### src/rtl/rrs_pkg.sv
package rrs_pkg;

    // Index that follows idx in a sequence of len registers; wraps to 0.
    function automatic int unsigned rrs_next_idx(input int unsigned idx,
                                                 input int unsigned len);
        return ((idx + 1) >= len) ? 0 : idx + 1;
    endfunction

    // Legal sequence length: 0 is read as 1, excess is clipped to maxlen.
    function automatic int unsigned rrs_clamp_len(input int unsigned raw,
                                                  input int unsigned maxlen);
        if (raw == 0)
            return 1;
        else if (raw > maxlen)
            return maxlen;
        else
            return raw;
    endfunction

endpackage

### src/rtl/rrs_read_strobe.sv
module rrs_read_strobe (
    input  logic clk,
    input  logic rst_n,
    input  logic cs_n,
    input  logic rd_n,
    output logic rd_edge
);
    typedef struct packed {
        logic rd_prev;
    } strobe_state_t;

    strobe_state_t s_d, s_q;

    always_comb begin
        s_d         = s_q;
        s_d.rd_prev = rd_n;
    end

    always_ff @(posedge clk or negedge rst_n) begin
        if (!rst_n)
            s_q <= '{rd_prev: 1'b1};
        else
            s_q <= s_d;
    end

    // Release of the strobe while the chip is selected
    assign rd_edge = rd_n & ~s_q.rd_prev & ~cs_n;

    AST_EDGE_SINGLE_CYCLE: assert property (@(posedge clk) disable iff (!rst_n)
        rd_edge |=> !rd_edge);

endmodule

### src/rtl/rrs_result_bank.sv
module rrs_result_bank #(
    parameter int NUM_REGS = 4,
    parameter int DATA_W   = 12,
    localparam int PTR_W   = (NUM_REGS > 1) ? $clog2(NUM_REGS) : 1
) (
    input  logic                clk,
    input  logic                rst_n,
    input  logic                seq_start,
    input  logic                conv_done,
    input  logic [PTR_W-1:0]    conv_chan,
    input  logic [DATA_W-1:0]   conv_data,
    input  logic [PTR_W-1:0]    sel_idx,
    output logic [NUM_REGS-1:0] valid_q,
    output logic [NUM_REGS-1:0] valid_now,
    output logic [DATA_W-1:0]   sel_data
);
    typedef struct packed {
        logic [NUM_REGS-1:0][DATA_W-1:0] regs;
        logic [NUM_REGS-1:0]             valid;
    } bank_state_t;

    bank_state_t        s_d, s_q;
    logic               wr_ok;
    logic [NUM_REGS-1:0] wr_hit;

    assign wr_ok = conv_done & ~seq_start;

    generate
        for (genvar g = 0; g < NUM_REGS; g++) begin : g_hit
            assign wr_hit[g] = wr_ok && (conv_chan == PTR_W'(g));
        end
    endgenerate

    always_comb begin
        s_d = s_q;
        if (seq_start) begin
            s_d.valid = '0;
        end else begin
            for (int i = 0; i < NUM_REGS; i++) begin
                if (wr_hit[i]) begin
                    s_d.regs[i]  = conv_data;
                    s_d.valid[i] = 1'b1;
                end
            end
        end
    end

    always_ff @(posedge clk or negedge rst_n) begin
        if (!rst_n)
            s_q <= '0;
        else
            s_q <= s_d;
    end

    assign valid_q   = s_q.valid;
    // Valid marks including a result arriving on this edge
    assign valid_now = seq_start ? '0 : (s_q.valid | wr_hit);
    assign sel_data  = s_q.regs[sel_idx];

    AST_START_CLEARS_VALID: assert property (@(posedge clk) disable iff (!rst_n)
        $past(seq_start) |-> (valid_q == '0));

    AST_DONE_SETS_VALID: assert property (@(posedge clk) disable iff (!rst_n)
        $past(conv_done && !seq_start) |-> valid_q[$past(conv_chan)]);

endmodule

### src/rtl/rrs_pointer.sv
module rrs_pointer #(
    parameter int NUM_REGS = 4,
    localparam int PTR_W   = (NUM_REGS > 1) ? $clog2(NUM_REGS) : 1,
    localparam int LEN_W   = $clog2(NUM_REGS + 1)
) (
    input  logic                clk,
    input  logic                rst_n,
    input  logic                seq_start,
    input  logic [LEN_W-1:0]    seq_len,
    input  logic                busy,
    input  logic                rd_edge,
    input  logic [NUM_REGS-1:0] valid_now,
    input  logic [NUM_REGS-1:0] valid_q,
    output logic [PTR_W-1:0]    ptr,
    output logic [LEN_W-1:0]    len
);
    import rrs_pkg::*;

    typedef struct packed {
        logic [PTR_W-1:0] ptr;
        logic [LEN_W-1:0] len;
        logic             pending;
    } ptr_state_t;

    ptr_state_t       s_d, s_q;
    logic [PTR_W-1:0] tgt;
    logic             tgt_ready;

    assign tgt       = PTR_W'(rrs_next_idx(32'(s_q.ptr), 32'(s_q.len)));
    assign tgt_ready = !busy || valid_now[tgt];

    always_comb begin
        s_d = s_q;
        if (seq_start) begin
            s_d.ptr     = '0;
            s_d.pending = 1'b0;
            s_d.len     = LEN_W'(rrs_clamp_len(32'(seq_len), NUM_REGS));
        end else if (s_q.pending) begin
            if (tgt_ready) begin
                s_d.ptr     = tgt;
                s_d.pending = 1'b0;
            end
        end else if (rd_edge) begin
            if (tgt_ready)
                s_d.ptr = tgt;
            else
                s_d.pending = 1'b1;
        end
    end

    always_ff @(posedge clk or negedge rst_n) begin
        if (!rst_n)
            s_q <= '{ptr: '0, len: LEN_W'(NUM_REGS), pending: 1'b0};
        else
            s_q <= s_d;
    end

    assign ptr = s_q.ptr;
    assign len = s_q.len;

    AST_START_HOMES_PTR: assert property (@(posedge clk) disable iff (!rst_n)
        $past(seq_start) |-> (ptr == '0 && !s_q.pending));

    AST_NO_STEP_TO_INVALID: assert property (@(posedge clk) disable iff (!rst_n)
        (ptr != $past(ptr)) && $past(busy) && !$past(seq_start) |-> valid_q[ptr]);

    AST_PEND_WAITS_INVALID: assert property (@(posedge clk) disable iff (!rst_n)
        s_q.pending |-> !valid_q[tgt]);

    AST_PTR_BELOW_LEN: assert property (@(posedge clk) disable iff (!rst_n)
        32'(ptr) < 32'(len));

endmodule

### src/rtl/result_read_seq.sv
module result_read_seq #(
    parameter int NUM_REGS = 4,
    parameter int DATA_W   = 12,
    localparam int PTR_W   = (NUM_REGS > 1) ? $clog2(NUM_REGS) : 1,
    localparam int LEN_W   = $clog2(NUM_REGS + 1)
) (
    input  logic              clk,
    input  logic              rst_n,
    input  logic              seq_start,
    input  logic [LEN_W-1:0]  seq_len,
    input  logic              busy,
    input  logic              conv_done,
    input  logic [PTR_W-1:0]  conv_chan,
    input  logic [DATA_W-1:0] conv_data,
    input  logic              cs_n,
    input  logic              rd_n,
    output logic [DATA_W-1:0] data_out,
    output logic              data_oe,
    output logic              first_data
);
    logic                rd_edge;
    logic [NUM_REGS-1:0] valid_q;
    logic [NUM_REGS-1:0] valid_now;
    logic [PTR_W-1:0]    ptr;
    logic [LEN_W-1:0]    len;
    logic [DATA_W-1:0]   sel_data;

    rrs_read_strobe u_strobe (
        .clk     (clk),
        .rst_n   (rst_n),
        .cs_n    (cs_n),
        .rd_n    (rd_n),
        .rd_edge (rd_edge)
    );

    rrs_result_bank #(
        .NUM_REGS (NUM_REGS),
        .DATA_W   (DATA_W)
    ) u_bank (
        .clk       (clk),
        .rst_n     (rst_n),
        .seq_start (seq_start),
        .conv_done (conv_done),
        .conv_chan (conv_chan),
        .conv_data (conv_data),
        .sel_idx   (ptr),
        .valid_q   (valid_q),
        .valid_now (valid_now),
        .sel_data  (sel_data)
    );

    rrs_pointer #(
        .NUM_REGS (NUM_REGS)
    ) u_ptr (
        .clk       (clk),
        .rst_n     (rst_n),
        .seq_start (seq_start),
        .seq_len   (seq_len),
        .busy      (busy),
        .rd_edge   (rd_edge),
        .valid_now (valid_now),
        .valid_q   (valid_q),
        .ptr       (ptr),
        .len       (len)
    );

    // Drivers are enabled only while both strobes are low
    assign data_oe    = ~cs_n & ~rd_n;
    assign data_out   = data_oe ? sel_data : '0;
    assign first_data = (ptr == '0);

    AST_LEN_ONE_STAYS_HOME: assert property (@(posedge clk) disable iff (!rst_n)
        (len == LEN_W'(1)) && !$past(seq_start) |-> first_data);

endmodule

### config.mk
export PLATFORM = sky130hd
export DESIGN_NAME = result_read_seq
export DESIGN_NICKNAME = d
export VERILOG_FILES = /design/src/rtl/rrs_pkg.sv /design/src/rtl/rrs_read_strobe.sv /design/src/rtl/rrs_result_bank.sv /design/src/rtl/rrs_pointer.sv /design/src/rtl/result_read_seq.sv
export SDC_FILE = /design/constraint.sdc
export NUM_CORES = 1
export LEC_CHECK = 0
export ABC_AREA = 1
export CAP_MARGIN = 15
export CORE_ASPECT_RATIO = 2
export CORE_MARGIN = 8
export CORE_UTILIZATION = 57
export CTS_BUF_LIST = sky130_fd_sc_hd__clkbuf_2
export DETAILED_ROUTE_END_ITERATION = 16
export PLACE_DENSITY = 0.82
export SLEW_MARGIN = 10
export SYNTH_ARGS = -nofsm -noshare
export SYNTH_HDL_FRONTEND = slang
export SYNTH_SLANG_ARGS = --single-unit
### constraint.sdc
create_clock -name clk -period 2.45 [get_ports clk]
set_input_delay 0.49 -clock clk [delete_from_list [all_inputs] [get_ports clk]]
set_output_delay 0.49 -clock clk [all_outputs]
set_load 0.01 [all_outputs]
==> impl_metrics.env, run 1 <==
export IMPL_status="completed"
export IMPL_post_synth_top_count_cell="sky130_fd_sc_hd__o21ai_0"
export IMPL_crit_path_max_fanout=7
export IMPL_setup_violations=0
export IMPL_clock_insertion_delay_worst_skew_ns=0.48
export IMPL_wl_met1_um=2657
export IMPL_floorplan_core_area_mm2=0.004775
export IMPL_max_clock_path_buffers=2
export IMPL_synth_net_count=373
export IMPL_synth_top_cell_area_share_pct=51.17
export IMPL_initial_utilization_pct=58.39
export IMPL_ordered_list_of_cells_on_the_worst_path="buf_4 -> buf_4 -> nor2_1 -> o21ai_0 -> a21oi_1 -> dlygate4sd2_1"
export IMPL_detail_route_wl_per_cell_um=14.56
export IMPL_clk_pin_slew_worst_paths_ns=0.16
export IMPL_clock_root_buffer="sky130_fd_sc_hd__clkbuf_2"
export IMPL_netlist_instances=344
export IMPL_maxSlewViolCount=0
export IMPL_crit_type="flop to output port"
export IMPL_place_detailed_hpwl_um=4503
export IMPL_synth_top_cells_by_area="sky130_fd_sc_hd__dfrtp_1 (51%), sky130_fd_sc_hd__o21ai_0 (13%), sky130_fd_sc_hd__nand2_1 (9.0%)"
export IMPL_number_of_clock_sinks=59
export IMPL_synth_enable_flop_cells=0
export IMPL_number_of_antenna_violations_at_the_first_check_in_global_routing=0
export IMPL_timing_hold_violations_final=0
export IMPL_final_net_count=421
export IMPL_num_vias=2441
export IMPL_synth_largest_area_cell="sky130_fd_sc_hd__dfrtp_1"
export IMPL_yosys_cell_types_count=22
export IMPL_detailedRoute_firstPassIterationCount=5
export IMPL_remaining_drc_errors=0
export IMPL_layout_drive_gt1_share_pct=12.09
export IMPL_post_route_skew_ns=0.02098
export IMPL_floorplan_io_pins=38
export IMPL_slew_headroom_pct=79.09
export IMPL_cts_htree_levels=3
export IMPL_finish_cell_count_without_fillers=454
export IMPL_synth_top_cells_by_count="sky130_fd_sc_hd__o21ai_0 (74), sky130_fd_sc_hd__nand2_1 (67), sky130_fd_sc_hd__nor2_1 (64), sky130_fd_sc_hd__dfrtp_1 (57), sky130_fd_sc_hd__inv_1 (27)"
export IMPL_design_die_area_mm2=0.007520
export IMPL_number_of_placed_instances_taps_included=435
export IMPL_floorplan_die_width_um=65.45
export IMPL_achievable_frequency_ghz=0.4353
export IMPL_detail_route_wirelength_um=6611
export IMPL_diodes_inserted=0
export IMPL_place_port_buffers=37
export IMPL_timing_critical_path_slowest_cell_delay_ns=0.42
export IMPL_timing_final_crit_share_pct=93.76
export IMPL_async_reset_ff_share_pct=100.0
export IMPL_placementRows=36
export IMPL_synth_sequential_area_ratio_pct=53.05
export IMPL_synth_area_mm2=0.002788
export IMPL_global_route_wire_length_before_repair_um=11370
export IMPL_grt_setup_unrepaired="false"
export IMPL_p_leak_nw=1.705
export IMPL_ys_seq_elements=59
export IMPL_synth_warnings=0
export IMPL_worst_slew_pin_transition_ns=0.3136
export IMPL_ys_flop_type="sky130_fd_sc_hd__dfrtp_1"
export IMPL_syn2layout_area_growth_pct=21.72
export IMPL_slowest_stage="sky130_fd_sc_hd__dfrtp_1"
export IMPL_cts_inserted_buffers=9
export IMPL_crit_path_start_kind="flop"
export IMPL_grt_start_max_net_pins=60
export IMPL_route_detailed_vias_per_inst=5.377
export IMPL_met3WireLength_um=344
export IMPL_end_kind="output port"
export IMPL_grt_overflow=0
export IMPL_post_route_util_pct=71.07
export IMPL_setup_total_negative_slack_ns=0
export IMPL_dr_max_layer_used="met4"
export IMPL_timing_critical_path_required_ns=1.96
export IMPL_grt_util_all_layers_pct=19.24
export IMPL_worst_ir_drop_vdd_v=0.0005413
export IMPL_drtAntennaViolNets=0
export IMPL_met2_length_um=3466
export IMPL_crit_top_cell="sky130_fd_sc_hd__buf_4"
export IMPL_grt_pass1_vias=2589
export IMPL_drt_iter0_markers=194
export IMPL_hold_path_class="flop to flop"
export IMPL_avgSynthCellArea_um2=8.104
export IMPL_cts_tree="yes"
export IMPL_worst_ep_arrival_time_ns=1.81
export IMPL_reported_max_cap_violation_count=0
export IMPL_gp_congestion=0.8313
export IMPL_final_period_minus_worst_setup_slack_ns=2.297
export IMPL_power_per_cell_area_mw_per_mm2=908.1
export IMPL_fp_dieH_um=114.9
area by class of cell:
class	instances	area, µm²
clock inverters	5	77.57
well taps	57	71.32
clock buffers	11	55.05
inverters	30	117.6
repair buffers	54	500.5
flip-flops and latches	59	1480
fillers	382	1381
multi-input cells	238	1091
registers in the layout (all words and copies together) (netlist names):
signal          flops
u_strobe.s_q        1
u_ptr.len           3
u_bank.valid_q      4
u_bank.s_q         48
u_ptr.ptr           2
u_ptr.s_q           1
through the flow:
step	hold slack, ns	area (µm²)	setup WS [ns]	total power [mW]
6_report	0.5028	3393	0.1528	3.081
5_1_grt	0.5134	3393	0.003925	3.315
4_1_cts	0.4855	3398	0.06339	3.094
3_5_place_dp	0.4688	3254	-0.1985	2.389
3_3_place_gp	0.4627	3254	-0.07475	2.341
2_1_floorplan	0.1944	2788	0.2182	1.989
critical path, delay by kind of cell (launching register included):
kind / cells / cell delay, ns
compound gates: 2 / 0.24
buf+inv: 3 / 0.56
flops: 1 / 0.42
simple gates: 1 / 0.10
cell usage in the layout, fill, tap and decap left out, types with 2 or more instances in the layout:
cell	count
sky130_fd_sc_hd__buf_12	2
sky130_fd_sc_hd__ha_1	5
sky130_fd_sc_hd__clkdlybuf4s15_1	2
sky130_fd_sc_hd__nand3_2	2
sky130_fd_sc_hd__bufinv_16	2
sky130_fd_sc_hd__nor2_1	64
sky130_fd_sc_hd__dlygate4sd2_1	8
sky130_fd_sc_hd__clkbuf_2	13
sky130_fd_sc_hd__a21oi_1	15
sky130_fd_sc_hd__dfrtp_1	56
sky130_fd_sc_hd__o21ai_0	74
sky130_fd_sc_hd__clkdlybuf4s50_1	24
sky130_fd_sc_hd__dfstp_2	2
sky130_fd_sc_hd__inv_2	3
sky130_fd_sc_hd__inv_1	26
sky130_fd_sc_hd__nand3_1	6
sky130_fd_sc_hd__buf_4	14
sky130_fd_sc_hd__nand2_1	67
worst paths after layout:
path | depth (start not counted) | from | slack, ns | end
hold reg to reg | 2 | u_bank.s_q[12] | 0.50 | u_bank.s_q[12]
hold / removal | 2 | u_bank.s_q[12] | 0.50 | u_bank.s_q[12]
setup / recovery | 6 | u_ptr.ptr[1] | 0.15 | data_out[8]
min in group asynchronous | 3 | rst_n | 0.51 | u_bank.s_q[27]
setup reg to reg | 12 | u_ptr.ptr[1] | 0.19 | u_ptr.ptr[0]
max in group asynchronous | 3 | rst_n | 1.65 | u_strobe.s_q
report_power, final:
part / total [mW] / switching, mW / internal [mW]
clock network: 0.701 / 0.357 / 0.344
logic: 1.14 / 0.664 / 0.473
registers: 1.24 / 0.0972 / 1.15
cell families (layout without fill, tap and decap cells):
| kind of cell | after synthesis | in the layout | synth area share [%] |
|---|---|---|---|
| AO/OA/AOI/OAI | 90 | 90 | 16.29 |
| buffers and inverters | 47 | 100 | 7.810 |
| AND/OR/NAND/NOR | 143 | 143 | 20.60 |
| adder cells (fa/ha/maj) | 5 | 5 | 2.244 |
| flip-flops | 59 | 59 | 53.05 |
layer usage:
metal	up-vias	GRT usage, %
li1	1201	-
met3	10	5.268
met5	-	0
met1	1154	20.44
met2	76	32.91
met4	0	10.85
what timing repair did:
action	in CTS	in global routing
endpoints found under the hold margin	57	0
gates resized for setup	14	6
setup endpoints to repair	12	4
hold buffers	1	0
buffers inserted	2	0
Note: power is estimated with default switching activity, not from simulation.
==> inputs of run 2 (changes only) <==
--- a/config.mk
+++ b/config.mk
@@ -14,5 +14,4 @@
 export DETAILED_ROUTE_END_ITERATION = 16
 export PLACE_DENSITY = 0.82
-export SLEW_MARGIN = 10
 export SYNTH_ARGS = -nofsm -noshare
 export SYNTH_HDL_FRONTEND = slang
==> constraint.sdc (replaced) <==
create_clock -name clk -period 2.45 [get_ports clk]
set_input_delay 0.49 -clock clk [delete_from_list [all_inputs] [get_ports clk]]
set_output_delay 0.49 -clock clk [all_outputs]
set_load 0.02 [all_outputs]
==> run 2 against run 1 <==
Net effect: via count is 0.61% lower; sequential power hardly changed; core utilization is 0.86 points lower; first-iteration DRC count is 15% lower; die area stayed put; routed wire length is 0.39% higher; register-to-register slack better by 0.08 ns; critical path type unchanged; critical endpoint is now data_out[0]; highest routed layer unchanged.
==> impl_metrics.env, run 2 (synthesis gave the netlist of run 1 again) <==
export IMPL_cts_inserted_buffers=9
export IMPL_r2r_slack_ns=0.27
export IMPL_drtAntennaViolNets=0
export IMPL_max_clock_path_buffers=2
export IMPL_num_vias=2426
export IMPL_worstPathBufferInverterCount=3
export IMPL_layout_drive_gt1_share_pct=11.70
export IMPL_floorplan_core_area_mm2=0.004775
export IMPL_timing_critical_path_required_ns=1.96
export IMPL_timing_critical_path_slowest_cell_delay_ns=0.46
export IMPL_gp_congestion=0.7629
export IMPL_met2_length_um=3482
export IMPL_place_detailed_hpwl_um=4417
export IMPL_holdBufCountCts=0
export IMPL_worstRegToRegCells=13
export IMPL_final_net_count=417
export IMPL_timing_final_crit_share_pct=95.62
export IMPL_end_kind="output port"
export IMPL_number_of_placed_instances_taps_included=434
export IMPL_crit_path_start_kind="flop"
export IMPL_timing_hold_violations_final=0
export IMPL_design_die_area_mm2=0.007520
export IMPL_diodes_inserted=0
export IMPL_number_of_antenna_violations_at_the_first_check_in_global_routing=0
export IMPL_placementRows=36
export IMPL_detailedRoute_firstPassIterationCount=5
export IMPL_grt_pass1_vias=2504
export IMPL_worstReg2RegEnd="u_ptr.ptr[0]"
export IMPL_setup_total_negative_slack_ns=0
export IMPL_crit_type="flop to output port"
export IMPL_grt_start_max_net_pins=60
export IMPL_finish_cell_count_without_fillers=450
export IMPL_worst_ir_drop_vdd_v=0.0005294
export IMPL_dr_max_layer_used="met4"
export IMPL_floorplan_die_width_um=65.45
export IMPL_p_leak_nw=1.674
export IMPL_clk_pin_slew_worst_paths_ns=0.15
export IMPL_ordered_list_of_cells_on_the_worst_path="inv_4 -> buf_4 -> o21ai_0 -> a21oi_1 -> clkdlybuf4s15_1"
export IMPL_met3WireLength_um=324
export IMPL_reported_max_cap_violation_count=0
export IMPL_layout_commonest_cell="sky130_fd_sc_hd__o21ai_0"
export IMPL_worst_slew_pin_transition_ns=0.7340
export IMPL_post_route_worst_setup_slack_ns=0.1072
export IMPL_top_register="u_bank.s_q"
export IMPL_crit_path_max_fanout=18
export IMPL_drt_iter0_markers=164
export IMPL_slowest_stage="sky130_fd_sc_hd__dfrtp_2"
export IMPL_wl_met1_um=2683
export IMPL_launch_instance_of_the_worst_register_to_register_path="u_ptr.ptr[0]"
export IMPL_fin_worst_hold_slack_ns=0.1417
export IMPL_floorplan_io_pins=38
export IMPL_grt_util_all_layers_pct=18.87
export IMPL_number_of_clock_sinks=59
export IMPL_route_detailed_vias_per_inst=5.391
export IMPL_layout_common_cells="sky130_fd_sc_hd__o21ai_0 (74), sky130_fd_sc_hd__nand2_1 (67), sky130_fd_sc_hd__nor2_1 (64)"
export IMPL_fp_dieH_um=114.9
export IMPL_syn2layout_area_growth_pct=20.24
export IMPL_global_route_wire_length_before_repair_um=11080
export IMPL_detail_route_wirelength_um=6637
export IMPL_remaining_drc_errors=0
export IMPL_detail_route_wl_per_cell_um=14.75
export IMPL_cts_htree_levels=3
export IMPL_post_cts_setup_buffer_count=0
export IMPL_power_per_cell_area_mw_per_mm2=918.9
export IMPL_cts_tree="yes"
export IMPL_largest_register_ff_count=48
export IMPL_place_port_buffers=37
export IMPL_setup_violations=0
export IMPL_grt_setup_unrepaired="false"
export IMPL_final_period_minus_worst_setup_slack_ns=2.343
export IMPL_worst_ep_arrival_time_ns=1.85
export IMPL_post_route_skew_ns=0.01449
export IMPL_maxSlewViolCount=0
export IMPL_clock_insertion_delay_worst_skew_ns=0.46
export IMPL_initial_utilization_pct=58.39
export IMPL_achievable_frequency_ghz=0.4268
export IMPL_grt_overflow=0
export IMPL_hold_path_class="input port to async pin"
export IMPL_slew_headroom_pct=51.07
export IMPL_clock_root_buffer="sky130_fd_sc_hd__clkbuf_2"
export IMPL_critical_path_top_delay_family="buffers and inverters"
export IMPL_dp_slack_ns=-0.2161
export IMPL_status="completed"
==> run 2: cell count changes in the layout (fill, tap and decap cells not counted), sizes merged <==
cell	before	now
dlymetal6s2s	0	1
dlygate4sd2	8	6
clkdlybuf4s50	24	23
buf	17	14
clkdlybuf4s15	2	3
dlygate4sd3	1	0
clkinvlp	0	1
==> run 2: where the power goes <==
part	leakage (nW)	switching, mW	internal [mW]	total [mW]
clock network	0.0770	0.346	0.334	0.680
logic	0.853	0.710	0.444	1.15
registers	0.744	0.100	1.15	1.25
==> run 2: worst max path at each step <==
stage                              end  slack [ns]         start  depth (start not counted)
after global routing       data_out[0]       0.001  u_ptr.ptr[0]                          6
after global placement     data_out[8]       -0.13          rd_n                          5
after detailed placement  data_out[11]       -0.22          rd_n                          5
final                      data_out[0]        0.11  u_ptr.ptr[0]                          5
after CTS                   first_data       0.007  u_ptr.ptr[1]                          3
after floorplan           u_ptr.ptr[0]        0.22  u_ptr.ptr[0]                         15
==> run 2: cell type report <==
cell class,instances,area [µm²]
inverter,30,120.1
sequential,59,1480
multi-input combinational,238,1091
timing repair buffer,50,459.2
tap,57,71.32
clock inverter,6,80.08
fill,404,1423
clock buffer,10,50.05
==> run 2: repair_timing <==
action	in CTS	in global routing
pin swaps	0	0
resized for setup	14	13
endpoints found under the setup margin	13	14
==> run 2: through the flow <==
step	utilization, %	instance area, µm²	total power [mW]
floorplan	-	2788	2.036
detailed placement	67.74	3234	2.420
global route	70.20	3352	3.308
CTS	70.20	3352	3.086
finish	70.20	3352	3.080
global placement	67.74	3234	2.376
==> run 2: metal layers <==
metal  vias to the layer above  global-route usage (%)
met3                        15                   4.195
met4                         0                   12.02
met5                         -                       0
met1                      1136                   19.69
met2                        85                   32.72
li1                       1190                       -
